### src/rtl/opmem_pkg.sv
`timescale 1ns/1ps
package opmem_pkg;

    typedef enum logic [1:0] {
        OP_EXP  = 2'd0,
        OP_MOD  = 2'd1,
        OP_DATA = 2'd2,
        OP_BAD  = 2'd3
    } op_sel_t;

    typedef enum logic [2:0] {
        ST_IDLE,
        ST_LOAD,
        ST_PAD,
        ST_SCAN,
        ST_DONE,
        ST_FAULT
    } map_state_t;

    // words per operand slice inside one group, and slices per group
    localparam int SLICE_WORDS = 4;
    localparam int SLICE_LG    = 2;
    localparam int NUM_SLICES  = 3;
    localparam int GROUP_WORDS = SLICE_WORDS * NUM_SLICES;

endpackage

### src/rtl/opmem_addr_map.sv
`timescale 1ns/1ps
module opmem_addr_map
    import opmem_pkg::*;
#(
    parameter int WIDX_W = 9,
    parameter int ADDR_W = 11
) (
    input  logic [1:0]        sel,
    input  logic [WIDX_W-1:0] widx,
    output logic [ADDR_W-1:0] addr
);
    logic [ADDR_W-1:0] grp;
    logic [ADDR_W-1:0] slice_base;
    logic [ADDR_W-1:0] in_slice;

    always_comb begin
        grp        = ADDR_W'(widx >> SLICE_LG);
        slice_base = ADDR_W'(sel) * ADDR_W'(SLICE_WORDS);
        in_slice   = ADDR_W'(widx[SLICE_LG-1:0]);
        addr       = grp * ADDR_W'(GROUP_WORDS) + slice_base + in_slice;
    end
endmodule

### src/rtl/opmem_byte_msb.sv
`timescale 1ns/1ps
module opmem_byte_msb (
    input  logic [7:0] byte_in,
    output logic [3:0] nbits
);
    always_comb begin
        nbits = '0;
        for (int i = 0; i < 8; i++) begin
            if (byte_in[i]) nbits = 4'(i + 1);
        end
    end
endmodule

### src/rtl/opmem_word_top.sv
`timescale 1ns/1ps
module opmem_word_top #(
    parameter int LANES = 4
) (
    input  logic [8*LANES-1:0]       word_in,
    output logic                     any_nz,
    output logic [$clog2(LANES):0]   top_cnt
);
    logic [LANES-1:0] lane_nz;

    for (genvar g = 0; g < LANES; g++) begin : g_lane
        assign lane_nz[g] = |word_in[8*g +: 8];
    end

    always_comb begin
        any_nz  = |lane_nz;
        top_cnt = '0;
        for (int i = 0; i < LANES; i++) begin
            if (lane_nz[i]) top_cnt = ($clog2(LANES)+1)'(i + 1);
        end
    end
endmodule

### src/rtl/opmem_mapper.sv
`timescale 1ns/1ps
module opmem_mapper
    import opmem_pkg::*;
#(
    parameter int DATA_BYTES = 2048,
    parameter int LEN_W      = $clog2(DATA_BYTES) + 1,
    parameter int ADDR_W     = $clog2((DATA_BYTES / 4) * NUM_SLICES),
    parameter int BITLEN_W   = LEN_W + 3
) (
    input  logic                clk,
    input  logic                rst_n,
    input  logic                ld_start,
    input  logic [1:0]          ld_sel,
    input  logic [LEN_W-1:0]    ld_len,
    input  logic                in_valid,
    input  logic [7:0]          in_data,
    output logic                in_ready,
    input  logic                rd_start,
    output logic                mem_we,
    output logic                mem_re,
    output logic [ADDR_W-1:0]   mem_addr,
    output logic [3:0]          mem_be,
    output logic [31:0]         mem_wdata,
    input  logic [31:0]         mem_rdata,
    output logic                done,
    output logic                err,
    output logic [BITLEN_W-1:0] bit_len,
    output logic [LEN_W-1:0]    res_len
);
    localparam int KEY_BYTES  = DATA_BYTES / 4;
    localparam int DATA_WORDS = DATA_BYTES / 4;
    localparam int BIDX_W     = $clog2(DATA_BYTES);
    localparam int WIDX_W     = BIDX_W - 2;

    function automatic logic [LEN_W-1:0] cap_of(input logic [1:0] s);
        return (s == OP_DATA) ? LEN_W'(DATA_BYTES) : LEN_W'(KEY_BYTES);
    endfunction

    map_state_t          state_q, state_d;
    logic [1:0]          cur_sel;
    logic [LEN_W-1:0]    rem_cnt;
    logic [LEN_W-1:0]    pad_idx;
    logic                found_q;
    logic [BITLEN_W-1:0] bit_len_q;
    logic [LEN_W-1:0]    res_len_q;
    logic [WIDX_W-1:0]   scan_k;
    logic                scan_more;
    logic                chk_vld;
    logic [WIDX_W-1:0]   chk_k;

    logic [LEN_W-1:0]    cap_cur;
    logic [BIDX_W-1:0]   wr_bidx;
    logic [1:0]          map_sel;
    logic [WIDX_W-1:0]   map_widx;
    logic [ADDR_W-1:0]   map_addr;
    logic [3:0]          msb_n;
    logic                word_any;
    logic [2:0]          word_top;
    logic                load_bad;
    logic                byte_take;

    assign cap_cur   = cap_of(cur_sel);
    assign load_bad  = (ld_sel == OP_BAD) || (ld_len > cap_of(ld_sel));
    assign byte_take = (state_q == ST_LOAD) && in_valid;

    // byte index being written: streamed byte or fill position
    always_comb begin
        if (state_q == ST_PAD) wr_bidx = pad_idx[BIDX_W-1:0];
        else                   wr_bidx = BIDX_W'(rem_cnt - 1'b1);
    end

    always_comb begin
        if (state_q == ST_SCAN) begin
            map_sel  = OP_DATA;
            map_widx = scan_k;
        end else begin
            map_sel  = cur_sel;
            map_widx = wr_bidx[BIDX_W-1:2];
        end
    end

    opmem_addr_map #(.WIDX_W(WIDX_W), .ADDR_W(ADDR_W)) u_map (
        .sel  (map_sel),
        .widx (map_widx),
        .addr (map_addr)
    );

    opmem_byte_msb u_msb (
        .byte_in (in_data),
        .nbits   (msb_n)
    );

    opmem_word_top #(.LANES(4)) u_top (
        .word_in (mem_rdata),
        .any_nz  (word_any),
        .top_cnt (word_top)
    );

    // state register
    always_ff @(posedge clk) begin
        if (!rst_n) state_q <= ST_IDLE;
        else        state_q <= state_d;
    end

    // next state
    always_comb begin
        state_d = state_q;
        unique case (state_q)
            ST_IDLE: begin
                if (ld_start) begin
                    if (load_bad)         state_d = ST_FAULT;
                    else if (ld_len == 0) state_d = ST_PAD;
                    else                  state_d = ST_LOAD;
                end else if (rd_start) begin
                    state_d = ST_SCAN;
                end
            end
            ST_LOAD: begin
                if (in_valid && rem_cnt == LEN_W'(1)) begin
                    state_d = (pad_idx == cap_cur) ? ST_DONE : ST_PAD;
                end
            end
            ST_PAD: begin
                if (pad_idx == cap_cur - 1'b1) state_d = ST_DONE;
            end
            ST_SCAN: begin
                if (chk_vld && (word_any || chk_k == '0)) state_d = ST_DONE;
            end
            ST_DONE:  state_d = ST_IDLE;
            ST_FAULT: state_d = ST_IDLE;
            default:  state_d = ST_IDLE;
        endcase
    end

    // datapath registers
    always_ff @(posedge clk) begin
        if (!rst_n) begin
            cur_sel   <= OP_EXP;
            rem_cnt   <= '0;
            pad_idx   <= '0;
            found_q   <= 1'b0;
            bit_len_q <= '0;
            res_len_q <= '0;
            scan_k    <= '0;
            scan_more <= 1'b0;
            chk_vld   <= 1'b0;
            chk_k     <= '0;
        end else begin
            unique case (state_q)
                ST_IDLE: begin
                    if (ld_start) begin
                        cur_sel   <= ld_sel;
                        rem_cnt   <= ld_len;
                        pad_idx   <= ld_len;
                        found_q   <= 1'b0;
                        bit_len_q <= '0;
                    end else if (rd_start) begin
                        scan_k    <= WIDX_W'(DATA_WORDS - 1);
                        scan_more <= 1'b1;
                        chk_vld   <= 1'b0;
                    end
                end
                ST_LOAD: begin
                    if (byte_take) begin
                        rem_cnt <= rem_cnt - 1'b1;
                        if (!found_q && in_data != 8'h00) begin
                            found_q   <= 1'b1;
                            bit_len_q <= BITLEN_W'({wr_bidx, 3'b000}) + BITLEN_W'(msb_n);
                        end
                    end
                end
                ST_PAD: begin
                    pad_idx <= pad_idx + 1'b1;
                end
                ST_SCAN: begin
                    chk_vld <= scan_more;
                    chk_k   <= scan_k;
                    if (scan_more) begin
                        if (scan_k == '0) scan_more <= 1'b0;
                        else              scan_k    <= scan_k - 1'b1;
                    end
                    if (chk_vld) begin
                        if (word_any)
                            res_len_q <= LEN_W'({chk_k, 2'b00}) + LEN_W'(word_top);
                        else if (chk_k == '0)
                            res_len_q <= '0;
                    end
                end
                ST_DONE, ST_FAULT: begin
                    scan_more <= 1'b0;
                    chk_vld   <= 1'b0;
                end
                default: ;
            endcase
        end
    end

    // outputs
    always_comb begin
        in_ready  = 1'b0;
        mem_we    = 1'b0;
        mem_re    = 1'b0;
        mem_wdata = '0;
        done      = 1'b0;
        err       = 1'b0;
        unique case (state_q)
            ST_LOAD: begin
                in_ready  = 1'b1;
                mem_we    = in_valid;
                mem_wdata = {4{in_data}};
            end
            ST_PAD:   mem_we = 1'b1;
            ST_SCAN:  mem_re = scan_more;
            ST_DONE:  done   = 1'b1;
            ST_FAULT: begin
                done = 1'b1;
                err  = 1'b1;
            end
            default: ;
        endcase
        mem_addr = map_addr;
        mem_be   = 4'b0001 << wr_bidx[1:0];
        bit_len  = bit_len_q;
        res_len  = res_len_q;
    end

endmodule

### config.mk
export PLATFORM = sky130hd
export DESIGN_NAME = opmem_mapper
export DESIGN_NICKNAME = d
export VERILOG_FILES = /design/src/rtl/opmem_pkg.sv /design/src/rtl/opmem_addr_map.sv /design/src/rtl/opmem_byte_msb.sv /design/src/rtl/opmem_word_top.sv /design/src/rtl/opmem_mapper.sv
export SDC_FILE = /design/constraint.sdc
export NUM_CORES = 1
export LEC_CHECK = 0
export BUFFER_PORTS_ARGS = -buffer_cell sky130_fd_sc_hd__buf_2
export CAP_MARGIN = 10
export CORE_MARGIN = 2
export CORE_UTILIZATION = 54
export DETAILED_ROUTE_END_ITERATION = 8
export HOLD_SLACK_MARGIN = 0.15
export PLACE_DENSITY = 0.78
export SETUP_SLACK_MARGIN = 0.2
export SLEW_MARGIN = 20
export SYNTH_ARGS = -nofsm -noshare
export SYNTH_HDL_FRONTEND = slang
export SYNTH_SLANG_ARGS = --single-unit
### constraint.sdc
create_clock -name clk -period 4.2 [get_ports clk]
set_clock_uncertainty 0.05 [all_clocks]
set_input_delay 0.21 -clock clk [delete_from_list [all_inputs] [get_ports clk]]
set_output_delay 0.21 -clock clk [all_outputs]
set_load 0.005 [all_outputs]
# Word-level counts from Yosys, hierarchy flattened

Cells that the tools add are included.

Add/subtract/negate cells: 8
$mul: 1
$lt $le $gt $ge: 1
Eq/ne operators: 22
Shifts and indexed selects: 1
Muxes and demuxes: 59
Reduce and logical (&&, ||, !) cells: 31

Operators with widths:

| cell                                                  | number |
|---|---|
| two-way mux 12 bit                                    | 6 |
| one-hot mux 12 bit (2 select lines)                   | 2 |
| two-way mux 15 bit                                    | 3 |
| two-way mux 9 bit                                     | 5 |
| two-way mux 3 bit                                     | 12 |
| two-way mux 32 bit                                    | 1 |
| OR reduction 32 bit                                   | 1 |
| OR reduction 8 bit                                    | 4 |
| one-hot mux 15 bit (2 select lines)                   | 1 |
| equality test 12 bit                                  | 2 |
| subtractor 12 x 1 -> 12 bit (second input constant)   | 2 |
| logical NOT 9 bit                                     | 2 |
| one-hot mux 9 bit (2 select lines)                    | 1 |
| adder 14 x 4 -> 15 bit                                | 1 |
| two-way mux 1 bit                                     | 15 |
| adder 11 x 3 -> 12 bit                                | 1 |
| adder 12 x 1 -> 12 bit (second input constant)        | 1 |
| equality test 12 x 1 -> 1 bit (second input constant) | 1 |
| > comparator 12 bit                                   | 1 |
| logical NOT 12 bit                                    | 1 |
| two-way mux 2 bit                                     | 6 |
| != test 2 bit (second input constant)                 | 6 |
| one-hot mux 3 bit (4 select lines)                    | 1 |
| adder 11 x 2 -> 11 bit                                | 1 |
| 26 further kinds                                      | 46 |

Flip-flop bits (word level): 77
Input port bits: 59
Output and inout port bits: 79
Logic and storage cells: 134

# Depth between registers and ports, before layout

Depth after elaboration: 12
Depth in mapped cells: 18
Gate-level depth less buffers: 16

# By module

From an unflattened synthesis, not the netlist that was laid out.

Cells, all modules: 733
Area total of the unflattened synthesis: 5562.8 sq um

Modules (own cells, without submodules):

| module         | instances | cells an instance | area an instance (sq um) | seq. area each (sq um) |
|---|---|---|---|---|
| opmem_mapper   | 1         | 641               | 4789.6                   | 1541.5 |
| opmem_addr_map | 1         | 65                | 573.0                    | 0.0 |
| opmem_word_top | 1         | 15                | 125.1                    | 0.0 |
| opmem_byte_msb | 1         | 12                | 75.1                     | 0.0 |

# Least setup slack after synthesis

OpenSTA, ideal clock, no wires.

Path type: register to output
Start point: reg state_q[2]
End point: out mem_addr[10]
Arrival: 3.398 ns
Data required time: 3.940 ns
Path slack: 0.542 ns
Stages on the path, launching flop included: 19
Path buffers: 4
Path through: dfxtp_1 -> clkbuf_1 -> or3b_1 -> buf_6 -> clkbuf_8 -> clkbuf_8 -> nor2_1 -> a21oi_1 -> nand2_1 -> nand2_1 -> ha_1 -> fa_1 -> a211oi_1 -> nor2_1 -> xor2_1 -> nand3_1 -> o21ai_1 -> a21oi_1 -> o22ai_1

Longest elaborated chain between the ends: 6
Elaborated cells between the ends (all ways): 8
Classes of those cells: add/sub (2); mul (1); eq/ne (2); mux (3)

RTL lines:

| what                         | line                 | source |
|---|---|---|
| start, declared              | opmem_mapper.sv:39   | `map_state_t state_q, state_d;` |
| start signal, assigned       | opmem_mapper.sv:102  | `else state_q <= state_d;` |
| equality test 3 x 2 -> 1 bit | opmem_mapper.sv:68   | `if (state_q == ST_PAD) wr_bidx = pad_idx[BIDX_W-1:0];` |
| two-way mux 11 bit           | opmem_mapper.sv:68   |  |
| two-way mux 9 bit            | opmem_mapper.sv:73   | `if (state_q == ST_SCAN) begin` |
| multiplier 7 x 2 -> 9 bit    | opmem_addr_map.sv:20 | `addr = grp * ADDR_W'(GROUP_WORDS) + slice_base + in_slice;` |
| adder 11 x 4 -> 11 bit       | opmem_addr_map.sv:20 |  |
| adder 11 x 2 -> 11 bit *     | opmem_addr_map.sv:20 |  |
| end, declared                | opmem_mapper.sv:21   | `output logic [ADDR_W-1:0] mem_addr,` |

Mark *: on every way between the ends. The rest lies on a longest branch, timed or not.

# Final worst setup path

Start point: reg rem_cnt[0]
End point: out mem_addr[9]

Longest elaborated chain between the ends: 6

RTL lines:

| what                          | line                 | source |
|---|---|---|
| start, declared               | opmem_mapper.sv:41   | `logic [LEN_W-1:0] rem_cnt;` |
| start signal, assigned        | opmem_mapper.sv:153  | `rem_cnt <= ld_len;` |
| start signal, assigned        | opmem_mapper.sv:165  | `rem_cnt <= rem_cnt - 1'b1;` |
| subtractor 12 x 1 -> 12 bit * | --                   |  |
| two-way mux 11 bit *          | opmem_mapper.sv:68   |  |
| two-way mux 9 bit *           | opmem_mapper.sv:73   |  |
| multiplier 7 x 2 -> 9 bit     | opmem_addr_map.sv:20 |  |
| adder 11 x 4 -> 11 bit        | opmem_addr_map.sv:20 |  |
| adder 11 x 2 -> 11 bit *      | opmem_addr_map.sv:20 |  |

Marked as above.

==> out/qor.csv <==
stage;metric;value;unit
run_status;status;finished, final reports clean;
yosys;number_of_flops_mapped_to_enable_cells_by_yosys;0;
clock_network;ctsRootBufferMaster;sky130_fd_sc_hd__clkbuf_8;
finish;area.growth.synth_to_final;20.74;%
timing;report.final.setup_viol;0;
yosys;avgSynthCellArea;7.527;sq um
finish;stdcell_count;948;
die;floorplan.die.width;102.4;microns
clock_network;cts-root-to-sink-buffers;2;
route;route.detailed.vias_per_inst;5.833;
finish;most_frequent_cells_in_the_layout;sky130_fd_sc_hd__buf_2 (137), sky130_fd_sc_hd__nand2_1 (82), sky130_fd_sc_hd__nor2_1 (81), sky130_fd_sc_hd__dfxtp_1 (73), sky130_fd_sc_hd__a21oi_1 (59);
placed_design;count_of_input_and_output_buffers;137;
die;chip_height;102.4;microns
min_path;holdCritPathClass;primary input to flip-flop;
clock_network;worst_skew_pair.late_latency;0.37;ns
timing;relative_slew_slack;0.3825;
die;floorplan.die_area;10490;sq um
finish;layout.core_utilization;0.6771;
timing;rsz0062_at_grt;yes;
worst_setup_path;worstPathRequired;3.94;ns
die;pin_count;138;
timing;final_max_tran_viols;0;
route;drt_drc_violations_left;0;
timing;max_freq;0.2535;GHz
clock_network;clkTransAtPathRegs;0.09;ns
finish;layout.cells.most_common;sky130_fd_sc_hd__buf_2;
global_routing;grtUsageTotal;0.2850;
yosys;number_of_warnings_printed_during_yosys_synthesis;0;
timing;final.setup.tns;0;ns
global_routing;antenna_found_initial;0;
yosys;netlist-cell-type-count;70;
timing;period_utilization;0.9394;
route;remaining_antenna_violation_count_after_routing;0;
power;lkg_pwr;2.726;nW
power;p_per_area;1022;nW/um^2
yosys;seq_area_frac_synth;0.2947;
clock_network;clock_h_tree_levels;3;
route;wl;15160;microns
placed_design;routabilityCongestion;0.9382;
timing;timing_worst_slew_pin_value;0.9252;ns
worst_setup_path;critPathLaunchType;flip-flop;
yosys;postSynth.topFlopCell;sky130_fd_sc_hd__dfxtp_1;
worst_setup_path;endpoint_kind;output port;
timing;timing.final.hold_violations;0;
yosys;synth_async_sr_flop_share;0;
yosys;syn_inst;695;
finish;design.final.nets;894;
finish;num-fill-cells;791;
clock_network;tritoncts.num_buffers;9;
global_routing;via_count_of_the_first_global_routing_pass;4931;
global_routing;gr-total-overflow;0;
route;routed-via-count;5530;
yosys;synth_net_count;775;
clock_network;tritoncts_num_sinks;77;
die;initial_core_util;0.5608;
job;cap_viol_max_count;0;
die;rows;35;
yosys;post_synth_instance_area;5231;sq um
yosys;synth.ff_latch_count;77;
route;detail_route.first_pass.iterations;5;
global_routing;grt_pass1_wl;23720;microns
placed_design;dp.cells;908;
route;dr.first_iter.drc_count;466;
finish;antenna-diode-count;0;
die;fp.coreArea;9328;sq um
route;post_drt_wl_per_cell;15.99;microns
worst_setup_path;critical_path_arrival;3.69;ns
worst_setup_path;timing.setup.critical_path_class;flip-flop to output port;
power;power;0.006455;W
placed_design;hpwlAfterDp;11210;microns
worst_setup_path;worst-path-max-fanout;8;
power;worst_ir_drop_vdd;1.037;mV
clock_network;tritoncts;built;
timing;final.min_clock_period;3.945;ns
global_routing;grt_max_degree;65;
finish;fraction_of_layout_instances_using_a_drive_strength_above_1;0.2772;
==> per-stage QoR <==
step                      hold slack [ns]  instance area [sq um]  setup WS [ns]
after floorplan                    0.2960                   5231         0.5420
after global placement             0.3865                   5754         0.2926
after detailed placement           0.3917                   5754         0.1502
after CTS                          0.1521                   6163         0.2006
after global routing               0.1794                   6316         0.1119
final                              0.1667                   6316         0.2546
==> per-layer routing <==
| metal | vias up | track usage | routed length (microns) |
|---|---|---|---|
| met5 | - | 0 | 0 |
| met4 | 0 | 0.08410 | 220 |
| met3 | 17 | 0.04104 | 1066 |
| met2 | 234 | 0.4600 | 7106 |
| met1 | 2598 | 0.3960 | 6763 |
| li1 | 2681 | - | - |
==> path summary, 6_finish.rpt <==
kind | start | endpoint | slack, ns | cells after the start
worst max register to register | state_q[0] | bit_len[1] | 1.24 | 8
worst min register to register | bit_len[1] | bit_len[1] | 0.40 | 2
worst min-delay path | ld_len[6] | pad_idx[6] | 0.17 | 3
worst max-delay path | rem_cnt[0] | mem_addr[9] | 0.25 | 16
==> sequential cells by signal, indices dropped and copies added (netlist names) <==
register   flops
cur_sel        2
found_q        1
chk_k          9
rem_cnt       12
pad_idx       12
scan_more      1
chk_vld        1
state_q        3
bit_len       15
scan_k         9
res_len       12
==> power by group <==
part	leakage (nW)	switching, W	internal [W]
sequential	0.629	0.000199	0.000875
clock	0.0829	0.000315	0.000222
combinational	2.01	0.00259	0.00225
==> logic make-up after synthesis <==
group	Yosys count	synth area share
AND/OR/NAND/NOR	294	0.2774
AO/OA/AOI/OAI	175	0.2107
XOR/XNOR	38	0.06362
adder cells (fa/ha/maj)	21	0.05310
buffers and inverters	86	0.09208
flip-flops	77	0.2947
multiplexers	4	0.008371
==> synthesized netlist by cell type, types with 3 or more instances <==
cell | number | area share
sky130_fd_sc_hd__nor3_1 | 19 | 0.018
sky130_fd_sc_hd__and3_1 | 7 | 0.0084
sky130_fd_sc_hd__nand4_1 | 7 | 0.0084
sky130_fd_sc_hd__and3b_1 | 3 | 0.0050
sky130_fd_sc_hd__o21ai_1 | 5 | 0.0048
sky130_fd_sc_hd__clkbuf_1 | 28 | 0.020
sky130_fd_sc_hd__nor4_1 | 13 | 0.016
sky130_fd_sc_hd__ha_1 | 19 | 0.045
sky130_fd_sc_hd__nor2_1 | 83 | 0.060
sky130_fd_sc_hd__o21bai_1 | 3 | 0.0043
sky130_fd_sc_hd__inv_1 | 23 | 0.017
sky130_fd_sc_hd__and2_1 | 12 | 0.014
sky130_fd_sc_hd__nor3b_1 | 7 | 0.010
sky130_fd_sc_hd__clkbuf_8 | 5 | 0.013
sky130_fd_sc_hd__o31ai_1 | 4 | 0.0057
sky130_fd_sc_hd__o22ai_1 | 6 | 0.0072
sky130_fd_sc_hd__mux2_2 | 3 | 0.0065
sky130_fd_sc_hd__nor2b_1 | 8 | 0.0096
sky130_fd_sc_hd__or3_1 | 3 | 0.0036
sky130_fd_sc_hd__nand3_1 | 15 | 0.014
sky130_fd_sc_hd__a211oi_1 | 11 | 0.016
sky130_fd_sc_hd__nand2b_1 | 7 | 0.0084
sky130_fd_sc_hd__a221oi_1 | 3 | 0.0050
sky130_fd_sc_hd__buf_2 | 3 | 0.0029
sky130_fd_sc_hd__a31oi_1 | 7 | 0.0084
sky130_fd_sc_hd__xnor2_1 | 23 | 0.039
sky130_fd_sc_hd__a22oi_1 | 15 | 0.022
sky130_fd_sc_hd__xor2_1 | 15 | 0.025
sky130_fd_sc_hd__nand2_1 | 84 | 0.060
sky130_fd_sc_hd__dfxtp_1 | 77 | 0.29
sky130_fd_sc_hd__nand3b_1 | 3 | 0.0043
sky130_fd_sc_hd__or4_1 | 8 | 0.011
sky130_fd_sc_hd__a21oi_1 | 63 | 0.060
sky130_fd_sc_hd__buf_4 | 24 | 0.034
sky130_fd_sc_hd__a222oi_1 | 5 | 0.0096
sky130_fd_sc_hd__o21ai_0 | 31 | 0.030
==> worst max-delay path: stages (launching register included) <==
cell and delay (ns):
sky130_fd_sc_hd__dfxtp_4 0.38, sky130_fd_sc_hd__or4_4 0.59, sky130_fd_sc_hd__nor2_4 0.11, sky130_fd_sc_hd__xnor2_1 0.14, sky130_fd_sc_hd__a21oi_2 0.09, sky130_fd_sc_hd__nand2_1 0.10
sky130_fd_sc_hd__nand2_2 0.08, sky130_fd_sc_hd__buf_4 0.15, sky130_fd_sc_hd__ha_1 0.28, sky130_fd_sc_hd__a211oi_1 0.29, sky130_fd_sc_hd__o21bai_1 0.14, sky130_fd_sc_hd__a21oi_2 0.23
sky130_fd_sc_hd__buf_4 0.18, sky130_fd_sc_hd__xnor2_1 0.16, sky130_fd_sc_hd__nand3_1 0.13, sky130_fd_sc_hd__xnor2_1 0.14, sky130_fd_sc_hd__buf_2 0.13
==> area by class of cell <==
cell class	count	area, sq um	area share
Timing Repair Buffer	170	963.4	0.1525
Tap cell	129	161.4	0.02555
Clock inverter	7	57.56	0.009113
Multi-Input combinational cell	532	3369	0.5335
Sequential cell	77	1549	0.2452
Inverter	24	91.34	0.01446
Clock buffer	9	123.9	0.01961
==> timing repair <==
action | CTS | global route
buffers inserted | 5 | 7
hold buffers | 12 | 0
pin swaps | 4 | 13
setup endpoints to repair | 4 | 4
gates resized for setup | 18 | 25
endpoints found under the hold margin | 11 | 0
Note: power is estimated with default switching activity, not from simulation.
